$ cat config.mk
export PLATFORM = sky130hd
export DESIGN_NAME = ep_fifo_hs
export DESIGN_NICKNAME = d
export VERILOG_FILES = /design/src/rtl/ep_fifo_hs_pkg.sv /design/src/rtl/ep_fifo_hs_pace.sv /design/src/rtl/ep_fifo_hs_bank.sv /design/src/rtl/ep_fifo_hs.sv
export SDC_FILE = /design/constraint.sdc
export NUM_CORES = 1
export LEC_CHECK = 0
export ABC_AREA = 1
export BUFFER_PORTS_ARGS = -buffer_cell sky130_fd_sc_hd__buf_2
export CORE_UTILIZATION = 45
export CTS_CLUSTER_DIAMETER = 150
export DETAILED_ROUTE_END_ITERATION = 7
export HOLD_SLACK_MARGIN = 0.02
export PLACE_DENSITY = 0.68
export REMOVE_ABC_BUFFERS = 1
export SLEW_MARGIN = 20
export SYNTH_ARGS = -nofsm -noshare
export SYNTH_HDL_FRONTEND = slang
export SYNTH_SLANG_ARGS = --single-unit
$ cat constraint.sdc
create_clock -name clk -period 8.3 [get_ports clk]
set_input_delay 0.83 -clock clk [delete_from_list [all_inputs] [get_ports clk]]
set_output_delay 0.83 -clock clk [all_outputs]
set_load 0.1 [all_outputs]
$ cat src/rtl/ep_fifo_hs_pkg.sv
package ep_fifo_hs_pkg;
  // register image, MSB first
  typedef struct packed {
    logic zlp;
    logic ready;
    logic setup;
    logic dsel;
    logic den;
    logic clr;
    logic dir;
    logic req;
  } ctl_t;
endpackage

$ cat src/rtl/ep_fifo_hs_pace.sv
module ep_fifo_hs_pace #(
  parameter int WAIT_CYC = 4,
  localparam int CW = (WAIT_CYC < 1) ? 1 : $clog2(WAIT_CYC + 1)
) (
  input  logic clk,
  input  logic rst,
  input  logic load,
  output logic idle
);
  logic [CW-1:0] cnt;

  always_ff @(posedge clk) begin
    if (rst)             cnt <= '0;
    else if (load)       cnt <= CW'(WAIT_CYC);
    else if (cnt != '0)  cnt <= cnt - 1'b1;
  end

  assign idle = (cnt == '0);

  // a fresh load always opens a wait window
  p_load_opens_gap_r3: assert property (@(posedge clk) disable iff (rst)
    (load && (WAIT_CYC > 0)) |=> !idle);
endmodule

$ cat src/rtl/ep_fifo_hs_bank.sv
module ep_fifo_hs_bank #(
  parameter int NEP   = 4,
  parameter int DEPTH = 8,
  parameter int DW    = 8,
  localparam int EPW  = $clog2(NEP),
  localparam int AW   = $clog2(DEPTH),
  localparam int PW   = AW + 1
) (
  input  logic           clk,
  input  logic           rst,
  input  logic           a_push,
  input  logic           a_pop,
  input  logic [EPW-1:0] a_ep,
  input  logic [DW-1:0]  a_wdata,
  output logic [DW-1:0]  a_rdata,
  output logic           a_empty,
  output logic           a_full,
  input  logic           b_push,
  input  logic           b_pop,
  input  logic [EPW-1:0] b_ep,
  input  logic [DW-1:0]  b_wdata,
  output logic [DW-1:0]  b_rdata,
  output logic           b_empty,
  input  logic           clr,
  input  logic [EPW-1:0] clr_ep
);
  logic [DW-1:0] mem [NEP*DEPTH];
  logic [PW-1:0] wp [NEP];
  logic [PW-1:0] rp [NEP];
  logic [PW-1:0] a_occ, b_occ;
  logic          b_full;
  logic          a_push_ok, a_pop_ok, b_push_ok, b_pop_ok;

  assign a_occ   = wp[a_ep] - rp[a_ep];
  assign b_occ   = wp[b_ep] - rp[b_ep];
  assign a_empty = (a_occ == '0);
  assign a_full  = (a_occ == PW'(DEPTH));
  assign b_empty = (b_occ == '0);
  assign b_full  = (b_occ == PW'(DEPTH));

  assign a_push_ok = a_push && !a_full;
  assign a_pop_ok  = a_pop  && !a_empty;
  assign b_push_ok = b_push && !b_full;
  assign b_pop_ok  = b_pop  && !b_empty;

  // storage: two ports, no reset, so it maps to a dual-port RAM
  always_ff @(posedge clk) begin
    if (a_push_ok) mem[{a_ep, wp[a_ep][AW-1:0]}] <= a_wdata;
    if (b_push_ok) mem[{b_ep, wp[b_ep][AW-1:0]}] <= b_wdata;
    if (a_pop_ok)  a_rdata <= mem[{a_ep, rp[a_ep][AW-1:0]}];
    if (b_pop_ok)  b_rdata <= mem[{b_ep, rp[b_ep][AW-1:0]}];
  end

  always_ff @(posedge clk) begin
    for (int e = 0; e < NEP; e++) begin
      if (rst || (clr && clr_ep == EPW'(e))) begin
        wp[e] <= '0;
        rp[e] <= '0;
      end else begin
        wp[e] <= wp[e] + PW'(a_push_ok && a_ep == EPW'(e))
                       + PW'(b_push_ok && b_ep == EPW'(e));
        rp[e] <= rp[e] + PW'(a_pop_ok && a_ep == EPW'(e))
                       + PW'(b_pop_ok && b_ep == EPW'(e));
      end
    end
  end

  for (genvar g = 0; g < NEP; g++) begin : g_ep_chk
    logic touched;
    assign touched = ((a_push || a_pop) && a_ep == EPW'(g)) ||
                     ((b_push || b_pop) && b_ep == EPW'(g));

    p_occ_bound_r5: assert property (@(posedge clk) disable iff (rst)
      (wp[g] - rp[g]) <= PW'(DEPTH));

    p_clear_empties_r8: assert property (@(posedge clk) disable iff (rst)
      (clr && clr_ep == EPW'(g)) |=> (wp[g] == rp[g]));

    p_clear_isolated_r8: assert property (@(posedge clk) disable iff (rst)
      (clr && clr_ep != EPW'(g) && !touched) |=> ($stable(wp[g]) && $stable(rp[g])));
  end
endmodule

$ cat src/rtl/ep_fifo_hs.sv
module ep_fifo_hs
  import ep_fifo_hs_pkg::*;
#(
  parameter int NEP      = 4,
  parameter int DEPTH    = 8,
  parameter int DW       = 8,
  parameter int WAIT_CYC = 4,
  localparam int EPW     = $clog2(NEP)
) (
  input  logic           clk,
  input  logic           rst,
  input  logic           usb_rst,
  input  logic           reg_wr,
  input  logic [7:0]     reg_wdata,
  output logic [7:0]     reg_rdata,
  input  logic [EPW-1:0] ep_sel,
  input  logic           dp_wr,
  input  logic [DW-1:0]  dp_wdata,
  input  logic           dp_rd,
  output logic [DW-1:0]  dp_rdata,
  output logic           access_err,
  input  logic [EPW-1:0] usb_ep,
  input  logic           usb_wr,
  input  logic [DW-1:0]  usb_wdata,
  input  logic           usb_rd,
  output logic [DW-1:0]  usb_rdata,
  input  logic           usb_zlp_set,
  input  logic           usb_setup_set,
  output logic           force_tx_err,
  output logic           xfer_end,
  output logic           xfer_write,
  output logic           xfer_zlp,
  output logic           sdma_en,
  output logic           sdma_sel
);
  ctl_t           ctl;
  logic           any_wr;
  logic [NEP-1:0] uflag;
  logic           a_empty, a_full, b_empty, idle;
  logic           req_rise, dir_flip, end_wr, end_rd, clr_go;
  logic           mcu_push, mcu_pop, bad_acc, fifo_ok, tx_err_hit;

  assign req_rise = reg_wr && reg_wdata[0] && !ctl.req;
  assign dir_flip = reg_wr && reg_wdata[0] && ctl.req && (reg_wdata[1] != ctl.dir);
  assign end_wr   = dir_flip && ctl.dir;
  assign end_rd   = dir_flip && !ctl.dir;
  assign clr_go   = reg_wr && reg_wdata[0] && reg_wdata[2] && ctl.req && !ctl.clr;

  assign mcu_push = dp_wr && ctl.ready && ctl.dir;
  assign mcu_pop  = dp_rd && ctl.ready && !ctl.dir;
  assign bad_acc  = (dp_wr && !(ctl.ready && ctl.dir)) ||
                    (dp_rd && !(ctl.ready && !ctl.dir));
  assign fifo_ok  = ctl.dir ? !a_full : !a_empty;
  assign tx_err_hit = usb_rd && b_empty && uflag[usb_ep];

  ep_fifo_hs_pace #(.WAIT_CYC(WAIT_CYC)) u_pace (
    .clk  (clk),
    .rst  (rst),
    .load (req_rise || dir_flip || mcu_push || mcu_pop),
    .idle (idle)
  );

  ep_fifo_hs_bank #(.NEP(NEP), .DEPTH(DEPTH), .DW(DW)) u_bank (
    .clk     (clk),
    .rst     (rst),
    .a_push  (mcu_push),
    .a_pop   (mcu_pop),
    .a_ep    (ep_sel),
    .a_wdata (dp_wdata),
    .a_rdata (dp_rdata),
    .a_empty (a_empty),
    .a_full  (a_full),
    .b_push  (usb_wr),
    .b_pop   (usb_rd),
    .b_ep    (usb_ep),
    .b_wdata (usb_wdata),
    .b_rdata (usb_rdata),
    .b_empty (b_empty),
    .clr     (clr_go),
    .clr_ep  (ep_sel)
  );

  always_ff @(posedge clk) begin
    if (rst || usb_rst) begin
      ctl          <= '0;
      any_wr       <= 1'b0;
      access_err   <= 1'b0;
      force_tx_err <= 1'b0;
      xfer_end     <= 1'b0;
      xfer_write   <= 1'b0;
      xfer_zlp     <= 1'b0;
    end else begin
      if (reg_wr) begin
        ctl.req  <= reg_wdata[0];
        ctl.dir  <= reg_wdata[1];
        ctl.clr  <= reg_wdata[2];
        ctl.den  <= reg_wdata[3];
        ctl.dsel <= reg_wdata[4];
      end
      if (usb_setup_set)   ctl.setup <= 1'b1;
      else if (reg_wr)     ctl.setup <= reg_wdata[5];
      if (usb_zlp_set)                  ctl.zlp <= 1'b1;
      else if (reg_wr && !reg_wdata[7]) ctl.zlp <= 1'b0;

      if (reg_wr || mcu_push || mcu_pop) ctl.ready <= 1'b0;
      else ctl.ready <= ctl.req && !ctl.clr && idle && fifo_ok;

      if (req_rise)      any_wr <= 1'b0;
      else if (mcu_push) any_wr <= 1'b1;

      if (bad_acc) access_err <= 1'b1;

      xfer_end     <= end_wr || end_rd;
      xfer_write   <= end_wr;
      xfer_zlp     <= end_wr && !any_wr;
      force_tx_err <= tx_err_hit;
    end
  end

  // underrun memory per endpoint
  always_ff @(posedge clk) begin
    if (rst) uflag <= '0;
    else begin
      for (int e = 0; e < NEP; e++) begin
        if (clr_go && ep_sel == EPW'(e))
          uflag[e] <= 1'b1;
        else if ((mcu_push && ep_sel == EPW'(e)) || (tx_err_hit && usb_ep == EPW'(e)))
          uflag[e] <= 1'b0;
      end
    end
  end

  assign reg_rdata = ctl;
  assign sdma_en   = ctl.den;
  assign sdma_sel  = ctl.dsel;

  p_ready_needs_req_r3: assert property (@(posedge clk) disable iff (rst)
    ctl.ready |-> ctl.req);
  p_ready_after_gap_r3: assert property (@(posedge clk) disable iff (rst)
    $rose(ctl.ready) |-> $past(idle));
  p_refused_flags_r10: assert property (@(posedge clk) disable iff (rst)
    ((dp_wr || dp_rd) && !ctl.ready && !usb_rst) |=> access_err);
  p_usb_reset_clears_r2: assert property (@(posedge clk) disable iff (rst)
    usb_rst |=> (reg_rdata == 8'h00));
  p_zlp_is_write_end_r7: assert property (@(posedge clk) disable iff (rst)
    xfer_zlp |-> (xfer_end && xfer_write));
  p_end_needs_req_r6: assert property (@(posedge clk) disable iff (rst)
    xfer_end |-> ($past(reg_wr) && $past(ctl.req)));
  p_txerr_from_read_r9: assert property (@(posedge clk) disable iff (rst)
    force_tx_err |-> $past(usb_rd));
endmodule

# After elaboration in Yosys (flattened, before gate mapping)
# Memories as Yosys holds them, arrays and structs flattened. A register that Yosys moved wholly into a read port is not among the register bits.
# Cells that the tools add are included.
dict set report totals {
  regBits 21
  mem_bits_rw 288
  in_bits 38
  out_inout_bits 31
  memories 3
}
dict set report op_classes {
  n_addsub 19
  magnitude_cmp 1
  n_eq_ne 9
  muxes 41
  bitwise 8
  n_reduce_logical 99
}
# memory words width rd rd_ports_with_merged_regs wr line_no
set mem_list {}
lappend mem_list {u_bank.mem 32 8 2 2 2 ep_fifo_hs_bank.sv:27} ;# logic [DW-1:0] mem [NEP*DEPTH];
lappend mem_list {u_bank.rp 4 4 6 0 4 ep_fifo_hs_bank.sv:29} ;# logic [PW-1:0] rp [NEP];
lappend mem_list {u_bank.wp 4 4 6 0 4 ep_fifo_hs_bank.sv:28} ;# logic [PW-1:0] wp [NEP];
# cell n
set op_table {}
lappend op_table {{4-bit by 1-bit adder with 4-bit output} 16}
lappend op_table {{1-bit logical AND} 56}
lappend op_table {{4-bit two-way mux} 8}
lappend op_table {{1-bit two-way mux} 30}
lappend op_table {{1-bit logical OR} 16}
lappend op_table {{2-bit nonzero test} 7}
lappend op_table {{1-bit zero test} 11}
lappend op_table {{2-bit == test (second input constant)} 4}
lappend op_table {{4-bit == test (second input constant)} 2}
lappend op_table {{4-bit zero test} 2}
lappend op_table {{1-bit bitwise OR} 8}
lappend op_table {{4-bit subtractor} 2}
lappend op_table {{3-bit two-way mux} 2}
lappend op_table {{2-bit OR reduction} 3}
lappend op_table {{2-bit by 1-bit == test with 1-bit output (second input constant)} 2}
lappend op_table {{2-bit zero test} 2}
lappend op_table {{3-bit zero test} 1}
lappend op_table {{2-bit by 3-bit less-than comparator with 1-bit output (second input constant)} 1}
lappend op_table {{3-bit nonzero test} 1}
lappend op_table {{3-bit by 1-bit subtractor with 3-bit output (second input constant)} 1}
lappend op_table {{1-bit binary-select mux with 2-bit select} 1}
lappend op_table {{1-bit inequality test} 1}

# Depth between registers and ports, before layout
dict set report logic_depth {
  word_depth 9
  ltp_mapped 25
  ltp_nobuf 22
}

# By module
# Synthesis repeated with hierarchy kept, for this count alone.
dict set report unflattened {
  hier_cells 3274
  hier_area_um2 23597.6
}
# mod n_inst cells_each area_each_um2 seq_area_each_um2
set modules_own_cells {}
lappend modules_own_cells {ep_fifo_hs_bank 1 3124 22566.6 8808.4}
lappend modules_own_cells {ep_fifo_hs 1 124 855.8 360.3}
lappend modules_own_cells {ep_fifo_hs_pace 1 26 175.2 60.1}

# Worst setup path after synthesis
# OpenSTA, ideal clock, no wires.
dict set report synth_timing {
  kind {input-to-reg}
  from {input port usb_ep[1]}
  to {memory u_bank.wp[1][2] (netlist name)}
  setup_time_ns 0.120
  arrival_ns 3.900
  required_time_ns 8.180
  slack_ns 4.279
  path_stages 23
  n_path_buf 5
  cell_sequence {buf_4 -> inv_2 -> nand2_2 -> o21ai_0 -> nor2_1 -> buf_2 -> buf_2 -> ha_1 -> nand2_1 -> nand2_1 -> a21oi_1 -> nand3_1 -> nand3_1 -> nand2_1 -> inv_1 -> buf_2 -> buf_1 -> nand2_1 -> fa_1 -> inv_1 -> ha_1 -> xnor2_1 -> nor2_1}
}
# item line_no
set synth_lines {}
lappend synth_lines {{start: declaration} ep_fifo_hs.sv:22} ;# input logic [EPW-1:0] usb_ep,
lappend synth_lines {{end: declaration} ep_fifo_hs_bank.sv:28}

==> results by group <==
Clock network
  – CTS Buf Count: 39
  – CTS clk-pin slew, worst paths: 0.06 ns
  – Post-CTS Setup Repair Bufs: 0
  – Num Clock Sinks: 325
  – Maximum clock path buffer count: 3
  – CTS Root Cell: clkbuf_16
  – Post-cts sizing count: 0
  – CTS Hold Buffers Added: 0
  – H-tree Lvls: 2
  – CTS tree: yes
  – Clk Latency, worst-skew pair: 0.58 ns

Synthesis
  – Mux contribution to synthesized area: 0%
  – Post-synthesis sequential area ratio: about two fifths
  – Adder-Cell Fraction of Synth Area: 1.62%
  – Share of the synthesized area in the top cell type: between 30% and 40%
  – Area leader, netlist: edfxtp_1
  – Post-synthesis simple-gate area fraction: 44.7%
  – Post-synth top cells: nand3_1 (1017), nand2_1 (977), inv_1 (373)
  – Synth Area in XOR/XNOR: less than 1%
  – Count leader, synth: nand3_1
  – Netlist cell types: 36
  – Avg Inst Size Synth: 6.93 um^2
  – Register bit total from synthesis: 325
  – Async set-reset flop share out of synthesis: 0%
  – Post-Syn Instances: 3216
  – Synth Warn #: 0
  – Top_reg_cell synth: edfxtp_1
  – Compound-cell area share of the yosys netlist: 0.948%
  – Mapped cell area: approximately 0.022 mm^2
  – Main combinational cell family by area after synthesis: simple AND/OR/NAND/NOR gates
  – Synth top area cells: edfxtp_1 (37%), nand3_1 (23%), nand2_1 (16%), inv_1 (6.3%), dfxtp_1 (4.8%)
  – EDFF count, synth: ~270

Flow run
  – Max-capacitance violation count: 0

Min path
  – Worst min path class: flop to flop
  – Hold path start: any_wr
  – Worst Hold Path EP: xfer_zlp
  – Worst Hold Depth: 1

STA
  – Clock Skew: around 0.024 ns
  – Final Max Tran Viols: 0
  – # setup viols final: 0
  – Post-layout minimum cycle time: 5.31 ns
  – Final Hold Vio Count: 0
  – Worst setup margin: 2.99 ns
  – Period utilization: 64.0%
  – Worst-Margin Slew: approximately 1.2 ns
  – F_max: 0.188 GHz
  – RSZ-0062 raised after global routing: false
  – Final TNS setup: 0 ns
  – Max_slew headroom: about 17%
  – Final hold slack: 0.439 ns

Worst setup path
  – R2r setup slk: 3.39 ns
  – CP Data Arrival Time: ~5.6 ns
  – Crit start category: input pin
  – FF-to-FF path depth: 16
  – Crit-path max FO: roughly 120
  – Worst r2r dst: u_bank.wp[1][2]
  – Crit path kind: input pin to flop
  – Crit. End Element: flop
  – WP data required: ~8.5 ns
  – Reg2reg start: u_bank.rp[0][0]

Floorplanning
  – Die Ht: between 200 and 250 um
  – Starting Density: a little under half
  – Io pins: 69
  – Core Region: about 0.05 mm^2
  – Rows: 81
  – Die W: around 220 um
  – Die Footprint: 0.0504 mm^2

Placement
  – Placed instance count: 3751
  – Pre-CTS setup slack: 2.54 ns
  – DPL Wire Length: 50500 um
  – Routability cong.: 0.973
  – Port bufs: 67

Finish
  – Fraction of layout cells with a size suffix above 1: 8.11%
  – Antenna cell count: 0
  – Register area: 0.00923 mm^2
  – Final net count: roughly 3200
  – Multi-input logic area: 0.0108 mm^2
  – Finished Layout Cells: 3822
  – Fill cells: approximately 4800
  – Layout area overhead: 8.32%

Detailed routing
  – DRT Pass-1 Iters: 8
  – Routed wire length: roughly 85000 um
  – Drt via density: 6.03
  – ANT nets after route: 0
  – Detailed Route Iter0 Violations: about 3700
  – Vias: 23000
  – DRC errors left: 3
  – Routed wire per std cell: between 20 and 25 um

Global route
  – Top Usage Layer GRT: met2
  – Met1 usage: 44.4%
  – Largest net degree at the start of global routing: roughly 130
  – M3 GR Usage: 7.79%
  – Global routing usage on met2: 49.7%
  – Initial antenna violation count: 0
  – Vias in the first global route: 21200
  – First-pass GRT wire length: 127000 um
  – Total GRT Usage: 33.4%
  – GR Overflow Total: 0

Run status
  – Outcome: finished with violations
  – Failing checks: DRC

Power
  – Maximum vdd drop: 0.000126 V
  – Pwr Density: approximately 170 mW/mm^2
  – Leak Pwr: 11.2 nW
## routing by layer
layer | wire, um | up-vias
li1 | - | 10300
met1 | 31700 | 10500
met2 | 36000 | 1830
met3 | 11900 | 360
met4 | 5440 | 0
met5 | 0 | -
## state kept, by name, indices dropped and copies added (netlist names), 3 cells and up
name            flops
reg_rdata           6
u_bank.a_rdata      8
u_bank.b_rdata      8
u_bank.wp          16
u_bank.rp          16
u_pace.cnt          3
uflag               4
u_bank.mem        256
## final cells by class
class / instances / area share, %
multi-input combinational: 2289 / 44.6
sequential: 325 / 38.2
timing repair buffer: 94 / 2.32
clock inverter: 22 / 0.984
inverter: 379 / 5.92
clock buffer: 49 / 4.51
tap: 664 / 3.44
## report_power, final
part / leakage [nW] / internal [mW] / switching (mW)
Sequential: 2.88 / 1.80 / 0.0104
Combinational: 7.62 / 0.131 / 0.437
Clock: 0.661 / 1.09 / 0.730
Total: 11.2 / 3.01 / 1.18
## cell families after synthesis
logic type / after synthesis
AO/OA/AOI/OAI: 38
XOR/XNOR: 19
adder cells (fa/ha/maj): 24
buffers and inverters: 602
flip-flops: 325
AND/OR/NAND/NOR: 2208
## cells in the final DEF (no fill, tap or decap), types with 16 or more instances in the layout
cell type     n
nand2_1     970
nor2_1      119
nand3_1    1017
buf_4        30
nand2_2      39
inv_1       370
dfxtp_1      53
ha_1         16
buf_2        63
edfxtp_1    272
nor2_4       28
clkbuf_16    42
## worst max-delay path, stage by stage
cell and delay, ns:
buf_2 0.19, nand2_1 0.36, nor2_1 0.14, nor2_4 0.12, buf_4 0.55, nand2_4 0.60
ha_1 0.42, inv_1 0.05, nand2_1 0.04, nand2_1 0.08, xor2_1 0.14, nor2_1 0.12
nand3_1 0.10, nand2_1 0.14, inv_8 0.53, buf_4 0.43, nand2_2 0.19, nand2_1 0.34
## metrics by stage
stage / utilization [%] / area [um^2] / power [mW]
after floorplan: - / 21300 / 2.17
after global placement: 46.6 / 22800 / 2.37
after detailed placement: 46.6 / 22800 / 2.38
after CTS: 49.3 / 24200 / 4.17
after global routing: 49.3 / 24200 / 4.28
final: 49.3 / 24200 / 4.19
## worst max path at each step
stage	startpoint	endpoint	slack, ns	cells past startpoint
6_report	usb_ep[0]	u_bank.mem[20][3]	2.99	18
5_1_grt	usb_ep[0]	u_bank.mem[20][3]	2.73	18
4_1_cts	usb_ep[0]	u_bank.mem[20][3]	3.14	18
3_5_place_dp	usb_ep[0]	u_bank.mem[20][3]	2.54	18
3_3_place_gp	usb_ep[0]	u_bank.mem[17][2]	2.68	18
2_1_floorplan	usb_ep[1]	u_bank.mem[0][0]	-7.21	15
Power figures use the tool's default switching activity.
